`src/rtl/dep_pkg.sv`:
```
package dep_pkg;
  // strobes from the sequencer to the compare datapath
  typedef struct packed {
    logic wrEntry;   // store presented entry at wrIdx
    logic clearRes;  // wipe matrices at sweep start
    logic scanEn;    // write one row of results
    logic lastRow;   // current row is the final one
  } dep_strobe_t;
endpackage

```
`src/rtl/dep_ctrl.sv`:
```
module dep_ctrl
  import dep_pkg::*;
#(
  parameter int DEPTH = 6,
  localparam int IDX_W = (DEPTH > 1) ? $clog2(DEPTH) : 1,
  localparam int CNT_W = $clog2(DEPTH + 1)
) (
  input  logic             clk,
  input  logic             rstN,
  input  logic             loadValid,
  input  logic             start,
  output dep_strobe_t      strobe,
  output logic [IDX_W-1:0] wrIdx,
  output logic [IDX_W-1:0] row,
  output logic [CNT_W-1:0] fill,
  output logic             done
);
  typedef enum logic {ST_IDLE, ST_SCAN} state_t;

  state_t           stateQ;
  logic [CNT_W-1:0] fillQ;
  logic [IDX_W-1:0] rowQ;
  logic             doneQ;

  always_comb begin
    strobe.wrEntry  = (stateQ == ST_IDLE) && loadValid && (fillQ < CNT_W'(DEPTH));
    strobe.clearRes = (stateQ == ST_IDLE) && start;
    strobe.scanEn   = (stateQ == ST_SCAN);
    strobe.lastRow  = (stateQ == ST_SCAN) && (rowQ == IDX_W'(DEPTH - 1));
  end

  always_ff @(posedge clk or negedge rstN) begin
    if (!rstN) begin
      stateQ <= ST_IDLE;
      fillQ  <= '0;
      rowQ   <= '0;
      doneQ  <= 1'b0;
    end else begin
      doneQ <= strobe.lastRow;
      if (strobe.wrEntry) fillQ <= fillQ + 1'b1;
      if (strobe.clearRes) begin
        stateQ <= ST_SCAN;
        rowQ   <= '0;
      end else if (strobe.scanEn) begin
        rowQ <= rowQ + 1'b1;
        if (strobe.lastRow) begin
          stateQ <= ST_IDLE;
          fillQ  <= '0;
        end
      end
    end
  end

  assign wrIdx = IDX_W'(fillQ);
  assign row   = rowQ;
  assign fill  = fillQ;
  assign done  = doneQ;
endmodule

```
`src/rtl/dep_path.sv`:
```
module dep_path
  import dep_pkg::*;
#(
  parameter int DEPTH = 6,
  parameter int REG_W = 5,
  localparam int IDX_W = (DEPTH > 1) ? $clog2(DEPTH) : 1,
  localparam int CNT_W = $clog2(DEPTH + 1),
  localparam int MAT_W = DEPTH * DEPTH
) (
  input  logic             clk,
  input  logic             rstN,
  input  dep_strobe_t      strobe,
  input  logic [IDX_W-1:0] wrIdx,
  input  logic [IDX_W-1:0] row,
  input  logic [CNT_W-1:0] fill,
  input  logic             dstEn,
  input  logic [REG_W-1:0] dstReg,
  input  logic             srcAEn,
  input  logic [REG_W-1:0] srcAReg,
  input  logic             srcBEn,
  input  logic [REG_W-1:0] srcBReg,
  output logic [MAT_W-1:0] rawEdges,
  output logic [MAT_W-1:0] warEdges,
  output logic [MAT_W-1:0] wawEdges,
  output logic             independent
);
  logic             wrQ   [DEPTH];
  logic [REG_W-1:0] dstQ  [DEPTH];
  logic             aEnQ  [DEPTH];
  logic [REG_W-1:0] aQ    [DEPTH];
  logic             bEnQ  [DEPTH];
  logic [REG_W-1:0] bQ    [DEPTH];

  logic [DEPTH-1:0] sameDst [DEPTH];
  logic [DEPTH-1:0] rawRow, warRow, wawRow;
  logic [MAT_W-1:0] rawQ, warQ, wawQ;
  logic             indepQ;

  // entry storage
  always_ff @(posedge clk or negedge rstN) begin
    if (!rstN) begin
      for (int e = 0; e < DEPTH; e++) begin
        wrQ[e]  <= 1'b0;
        dstQ[e] <= '0;
        aEnQ[e] <= 1'b0;
        aQ[e]   <= '0;
        bEnQ[e] <= 1'b0;
        bQ[e]   <= '0;
      end
    end else if (strobe.wrEntry) begin
      wrQ[wrIdx]  <= dstEn;
      dstQ[wrIdx] <= dstReg;
      aEnQ[wrIdx] <= srcAEn;
      aQ[wrIdx]   <= srcAReg;
      bEnQ[wrIdx] <= srcBEn;
      bQ[wrIdx]   <= srcBReg;
    end
  end

  // pairwise destination collisions
  always_comb begin
    for (int a = 0; a < DEPTH; a++)
      for (int b = 0; b < DEPTH; b++)
        sameDst[a][b] = wrQ[a] && wrQ[b] && (dstQ[a] == dstQ[b]);
  end

  // one row of edges: current entry against every later loaded entry
  always_comb begin
    logic inWin, killOld, killNew, readsOld, newHitsOld;
    for (int j = 0; j < DEPTH; j++) begin
      inWin   = (j > int'(row)) && (j < int'(fill));
      killOld = 1'b0;
      killNew = 1'b0;
      for (int k = 0; k < DEPTH; k++) begin
        if ((k > int'(row)) && (k < j)) begin
          killOld = killOld | sameDst[row][k];
          killNew = killNew | sameDst[k][j];
        end
      end
      readsOld   = (aEnQ[j] && (aQ[j] == dstQ[row])) ||
                   (bEnQ[j] && (bQ[j] == dstQ[row]));
      newHitsOld = (aEnQ[row] && (aQ[row] == dstQ[j])) ||
                   (bEnQ[row] && (bQ[row] == dstQ[j]));
      rawRow[j] = inWin && wrQ[row] && readsOld && !killOld;
      warRow[j] = inWin && wrQ[j] && newHitsOld && !killNew;
      wawRow[j] = inWin && sameDst[row][j] && !killOld;
    end
  end

  always_ff @(posedge clk or negedge rstN) begin
    if (!rstN) begin
      rawQ   <= '0;
      warQ   <= '0;
      wawQ   <= '0;
      indepQ <= 1'b0;
    end else if (strobe.clearRes) begin
      rawQ   <= '0;
      warQ   <= '0;
      wawQ   <= '0;
      indepQ <= 1'b0;
    end else if (strobe.scanEn) begin
      rawQ[int'(row)*DEPTH +: DEPTH] <= rawRow;
      warQ[int'(row)*DEPTH +: DEPTH] <= warRow;
      wawQ[int'(row)*DEPTH +: DEPTH] <= wawRow;
      if (strobe.lastRow)
        indepQ <= !((|rawQ) || (|warQ) || (|wawQ) ||
                    (|rawRow) || (|warRow) || (|wawRow));
    end
  end

  assign rawEdges    = rawQ;
  assign warEdges    = warQ;
  assign wawEdges    = wawQ;
  assign independent = indepQ;
endmodule

```
`src/rtl/dep_window.sv`:
```
module dep_window
  import dep_pkg::*;
#(
  parameter int DEPTH = 6,
  parameter int REG_W = 5
) (
  input  logic                     clk,
  input  logic                     rstN,
  input  logic                     loadValid,
  input  logic                     dstEn,
  input  logic [REG_W-1:0]         dstReg,
  input  logic                     srcAEn,
  input  logic [REG_W-1:0]         srcAReg,
  input  logic                     srcBEn,
  input  logic [REG_W-1:0]         srcBReg,
  input  logic                     start,
  output logic                     done,
  output logic [DEPTH*DEPTH-1:0]   rawEdges,
  output logic [DEPTH*DEPTH-1:0]   warEdges,
  output logic [DEPTH*DEPTH-1:0]   wawEdges,
  output logic                     independent
);
  localparam int IDX_W = (DEPTH > 1) ? $clog2(DEPTH) : 1;
  localparam int CNT_W = $clog2(DEPTH + 1);

  dep_strobe_t      strobe;
  logic [IDX_W-1:0] wrIdx;
  logic [IDX_W-1:0] row;
  logic [CNT_W-1:0] fill;

  dep_ctrl #(.DEPTH(DEPTH)) u_ctrl (
    .clk(clk), .rstN(rstN), .loadValid(loadValid), .start(start),
    .strobe(strobe), .wrIdx(wrIdx), .row(row), .fill(fill), .done(done)
  );

  dep_path #(.DEPTH(DEPTH), .REG_W(REG_W)) u_path (
    .clk(clk), .rstN(rstN), .strobe(strobe), .wrIdx(wrIdx), .row(row),
    .fill(fill), .dstEn(dstEn), .dstReg(dstReg), .srcAEn(srcAEn),
    .srcAReg(srcAReg), .srcBEn(srcBEn), .srcBReg(srcBReg),
    .rawEdges(rawEdges), .warEdges(warEdges), .wawEdges(wawEdges),
    .independent(independent)
  );
endmodule

```
`config.mk`:
```
export PLATFORM = sky130hd
export DESIGN_NAME = dep_window
export DESIGN_NICKNAME = d
export VERILOG_FILES = /design/src/rtl/dep_pkg.sv /design/src/rtl/dep_ctrl.sv /design/src/rtl/dep_path.sv /design/src/rtl/dep_window.sv
export SDC_FILE = /design/constraint.sdc
export NUM_CORES = 1
export LEC_CHECK = 0
export BUFFER_PORTS_ARGS = -buffer_cell sky130_fd_sc_hd__buf_2
export CORE_ASPECT_RATIO = 0.7
export CORE_MARGIN = 10
export CORE_UTILIZATION = 50
export DETAILED_ROUTE_END_ITERATION = 12
export PLACE_DENSITY = 0.78
export SLEW_MARGIN = 5
export SYNTH_ARGS = -nofsm -noshare
export SYNTH_HDL_FRONTEND = slang
export SYNTH_SLANG_ARGS = --single-unit
```
`constraint.sdc`:
```
create_clock -name clk -period 5.6 [get_ports clk]
set_input_delay 1.4 -clock clk [delete_from_list [all_inputs] [get_ports clk]]
set_output_delay 1.4 -clock clk [all_outputs]
set_load 0.01 [all_outputs]
```
=== Word level (Yosys, flattened, before mapping) ===
Cells that the tools add are included.

* Register bits after elaboration: 225
* Bits of input ports: 22
* Output and inout bits: 110

* Add/subtract/negate cells: 3
* Multipliers: 1
* Magnitude comparators: 14
* Equality and inequality tests: 51
* Shift operators: 4
* Mux-type cells: 66
* Bitwise gates (word level): 12
* Reductions and logical operators: 145

{| class="wikitable"
|+ Operator list
! kind !! count
|-
| $eq A5 B5 Y1 || 50
|-
| $mux W36 || 6
|-
| $logic_and A1 B1 Y1 || 112
|-
| $bwmux W36 || 3
|-
| $reduce_or A36 Y1 || 3
|-
| $shiftx A6 B33 Y36 || 3
|-
| $bwmux W30 || 3
|-
| $bmux W5 S3 || 3
|-
| $shift A6 B33 Y36 const A || 1
|-
| $mux W5 || 7
|-
| $neg A32 Y33 || 1
|-
| $mux W1 || 27
|-
| $bmux W6 S3 || 1
|-
| $bwmux W6 || 3
|-
| $mux W3 || 6
|-
| $demux W5 S3 || 1
|-
| $logic_or A1 B1 Y1 || 15
|-
| $reduce_or A5 Y1 || 3
|-
| $mux W6 || 2
|-
| $bmux W1 S3 || 3
|-
| $logic_not A1 Y1 || 9
|-
| $or A1 B1 Y1 || 9
|-
| $ge A4 B4 Y1 const B || 2
|-
| $not A3 Y4 || 2
|-
| 15 further kinds || 21
|}

=== Depth between registers and ports, before layout ===
* Word-level depth: 22
* Gate-level depth with buffers: 16
* Gate-level depth less buffers: 13

=== By module ===
From an unflattened synthesis, not the netlist that was laid out.

* Cell total of the unflattened synthesis: 1445
* Area total of the unflattened synthesis: 14089.8 µm²

{| class="wikitable"
|+ By module, submodules not included
! module !! times used !! cells each !! area an instance (µm²)
|-
| dep_path || 1 || 1403 || 13675.6
|-
| dep_ctrl || 1 || 42 || 414.1
|}

=== Worst setup path after synthesis ===
No wires, ideal clock.

* Path kind: reg-to-reg
* Start point: reg u_ctrl.rowQ[0], in the netlist u_ctrl.row[0]
* End point: reg u_path.rawQ[5], in the netlist u_path.rawEdges[5]
* Arrival: 3.712 ns
* Slack: 1.761 ns
* Cell stages (with the launch flop): 15
* Path buffers: 4
* Clock period less this slack: 3.839 ns
* Cells stage by stage: dfrtp_1 > inv_1 > clkbuf_1 > clkbuf_1 > ha_1 > or2_2 > clkbuf_1 > nor2_1 > xor2_1 > nand2_1 > o31ai_1 > a21boi_0 > clkbuf_1 > o32a_1 > o21ai_0

* Word-level cells in the longest chain between the ends: 17

{| class="wikitable"
|+ RTL lines
! item !! RTL line !! source
|-
| start: declaration || dep_ctrl.sv:22 || <nowiki>logic [IDX_W-1:0] rowQ;</nowiki>
|-
| start signal: assignment || dep_ctrl.sv:45 || <nowiki>rowQ <= rowQ + 1'b1;</nowiki>
|-
| parallel branches: the longest is 14 deep, another holds $neg A32 Y33 || - ||
|-
| $bwmux W36 (*) || dep_path.sv:102 || <nowiki>rawQ[int'(row)*DEPTH +: DEPTH] <= rawRow;</nowiki>
|-
| $mux W36 (*) || dep_path.sv:101 || <nowiki>end else if (strobe.scanEn) begin</nowiki>
|-
| $mux W36 (*) || dep_path.sv:96 || <nowiki>end else if (strobe.clearRes) begin</nowiki>
|-
| end signal: indexed assignment || dep_path.sv:102 ||
|-
| end: declaration || dep_path.sv:36 || <nowiki>logic [MAT_W-1:0] rawQ, warQ, wawQ;</nowiki>
|}

Mark *: on every way between the ends. The select of a mux whose other input is x is not followed.
A chain may end at the register's enable or synchronous reset.

=== Worst setup path after layout ===
* Start point: reg u_ctrl.rowQ[2], in the netlist u_ctrl.row[2]
* End point: reg u_path.warQ[23], in the netlist u_path.warEdges[23]

* Word-level cells in the longest chain between the ends: 14

{| class="wikitable"
|+ RTL lines
! item !! RTL line !! source
|-
| parallel branches: the longest is 11 deep, another holds $neg A32 Y33 || - ||
|-
| $bwmux W36 (*) || dep_path.sv:103 || <nowiki>warQ[int'(row)*DEPTH +: DEPTH] <= warRow;</nowiki>
|-
| $mux W36 (*) || dep_path.sv:101 ||
|-
| $mux W36 (*) || dep_path.sv:96 ||
|-
| end signal: indexed assignment || dep_path.sv:103 ||
|-
| end: declaration || dep_path.sv:36 ||
|}

Marks and branches as above.

==> results.tsv <==
metric	value	unit
cts_hold_buf	0	
synthCells	1383	
place_ws	0.734	ns
seqCellArea	0.00563	mm2
cp_max_fo	22	
clock.fmax	196	MHz
worstSetupEndpointType	flip-flop	
ctsHtreeMaxLevel	1	
rsz0062_at_grt	no	
startpoint_type	flip-flop	
fp.dieW	217	um
synth-seq-cells	225	
routed_wl	51100	um
layout_common_cells	dfrtp_1 (224), mux2_2 (149), buf_2 (130), xnor2_1 (93), nand3_1 (89)	
power_density	651	mW/mm2
ioPinCount	132	
clk_pin_slew_worst_paths	0.06	ns
hp-class	reg -> reg	
cts_tree	built	
cts_sinks	225	
required	6.08	ns
grt_pass1_wl	77200	um
ys_warn_count	0	
ys_types	72	
fin_crit	5.11	ns
async_flop_share	100	%
worstMarginPinSlew	1.32	ns
overflow	0	
die_area	0.0344	mm2
synth_fp_nets	1416	
avgSynthCellArea	9.87	um2
areaGrowthSynthToFinish	13.2	%
netlist_area	0.0136	mm2
power	10.1	mW
fin_skew	0.0249	ns
slew_headroom	11.5	%
start_util	51.0	%
final_cell_count_no_fill	1843	
grt_usage	29.3	%
vdd_drop_max	569	uV
drive_gt1_share	25.1	%
fin_crit_sh	91.2	%
fillCellCount	2373	
post_drt_wl_per_cell	27.7	um
post_cts_buffers	0	
antenna_found_initial	1	
outcome	finished clean	
grt_pass1_vias	11800	
remaining_drc_errors	0	
synth_edf_count	0	
synth-seq-area-share	41.3	%
first_iter_violations	1880	
diodes	0	
gp_congestion	1.01	
final_net_count	1496	
die_h	158	um
ys_dominant_reg_cell	dfrtp_1	
dp.cells	1801	
num_vias	12200	
core_area	0.0268	mm2
hold_viol	0	
cts_inserted_buffers	24	
multi_input_comb_area	0.00749	mm2
ctsRootBufferMaster	clkbuf_16	
tns	0	ns
grt_max_degree	161	
hpwl	37600	um
final_common_cell	dfrtp_1	
ant_nets	0	
clk_latency	0.57	ns
r2r_setup_slack	0.49	ns
slew_violations	0	
routed_via_density	6.63	
p_leak	7.03	nW
clockBufferDepth	3	
arrival	5.58	ns
dr.pass1.iters	6	
rows	50	
maxCapViolations	0	
fin_ws	0.495	ns
port_buffers	131	
setup_viol	0	
path_class	reg -> reg	
cts.repair.resized	0	
registers in the layout, summed over array words and instances, names as in the netlist:
register and cells:
u_path.bEnQ 6, u_path.warEdges 36, u_path.sameDst 6, u_ctrl.fill 3, u_path.aQ 30, u_ctrl.stateQ 1
u_path.independent 1, u_ctrl.row 3, u_path.rawEdges 36, u_ctrl.done 1, u_path.aEnQ 6, u_path.dstQ 30
u_path.wawEdges 36, u_path.bQ 30
cells by family after synthesis:
| kind of cell | Yosys count | synth area share, % |
|---|---|---|
| simple gates | 417 | 15.9 |
| xor+xnor | 175 | 11.2 |
| compound gates | 255 | 12.9 |
| flops | 225 | 41.3 |
| mux | 169 | 13.8 |
| fa+ha+maj | 11 | 1.06 |
| buf+inv | 131 | 3.85 |
metrics by stage:
| step | cell area, um2 | hold WS, ns | util, % |
|---|---|---|---|
| after floorplan | 13600 | 0.472 | - |
| after global placement | 14600 | 0.485 | 54.6 |
| after detailed placement | 14600 | 0.490 | 54.6 |
| after CTS | 15500 | 0.504 | 57.7 |
| after global routing | 15500 | 0.516 | 57.7 |
| final | 15500 | 0.502 | 57.7 |
worst max-delay path: stages, from the launching register on:
cell and delay [ns]:
dfrtp_1 0.51, buf_4 0.32, nor2b_1 1.06, a222oi_1 0.27
buf_4 0.25, xnor2_1 0.13, a2111oi_0 0.65, a32oi_1 0.23
a2111oi_4 0.58, mux2i_1 0.45, or2_1 0.41, o21ai_1 0.15
final cells by class:
class | instances | share of cell area [%]
Clock inverter | 11 | 1.26
Multi-Input combinational cell | 1027 | 48.5
Inverter | 14 | 0.340
Sequential cell | 225 | 36.4
Tap cell | 364 | 2.95
Timing Repair Buffer | 171 | 6.33
Clock buffer | 31 | 4.19
layer usage:
metal / wire, um / track usage [%] / part of all wire (%)
met1: 23000 / 44.1 / 45
met2: 20100 / 38.0 / 39
met3: 7240 / 11.7 / 14
met4: 779 / 5.24 / 1.5
met5: 0 / 0 / 0
power by group:
part	internal [mW]	switching, mW
registers	1.98	0.653
logic	2.01	3.69
clock network	1.01	0.717
synthesized netlist by cell type (5+ instances only):
library cell	count	share of area (%)
ha_1	10	0.92
a32oi_1	5	0.32
a21o_1	7	0.39
nor3_1	29	1.1
nand2b_1	10	0.46
xnor2_1	93	6.0
o2bb2ai_1	5	0.32
nand4_1	29	1.3
mux2_2	149	12
a222oi_1	13	0.95
nor2b_1	10	0.46
a31oi_1	9	0.41
buf_2	12	0.44
a32o_1	7	0.51
clkbuf_1	80	2.2
o31ai_1	17	0.94
o22ai_1	9	0.41
mux2i_1	17	1.2
buf_1	22	0.61
inv_1	14	0.39
o21ai_1	10	0.37
nor4_1	57	2.6
and2_1	7	0.32
o21a_1	5	0.28
or3_1	16	0.73
nand2_1	76	2.1
nand3_1	89	3.3
a22oi_1	10	0.55
dfrtp_1	225	41
a22o_1	13	0.83
xor2_1	82	5.3
o21ai_0	66	2.4
a21oi_1	36	1.3
nor2_1	57	1.6
and3_1	12	0.55
worst paths after layout:
kind | start | end | depth (start not counted)
worst max-delay path | u_ctrl.row[2]$_DFFE_PN0P_ | u_path.warEdges[23]$_DFFE_PN0P_ | 11
worst min-delay path | u_path.aQ[25]$_DFFE_PN0P_ | u_path.aQ[25]$_DFFE_PN0P_ | 1
worst max register to register | u_ctrl.row[2]$_DFFE_PN0P_ | u_path.warEdges[23]$_DFFE_PN0P_ | 11
worst min register to register | u_path.aQ[25]$_DFFE_PN0P_ | u_path.aQ[25]$_DFFE_PN0P_ | 1
max in group asynchronous | rstN | u_ctrl.row[0]$_DFFE_PN0P_ | 2
min in group asynchronous | rstN | u_path.aQ[16]$_DFFE_PN0P_ | 1
Power figures use the tool's default switching activity.
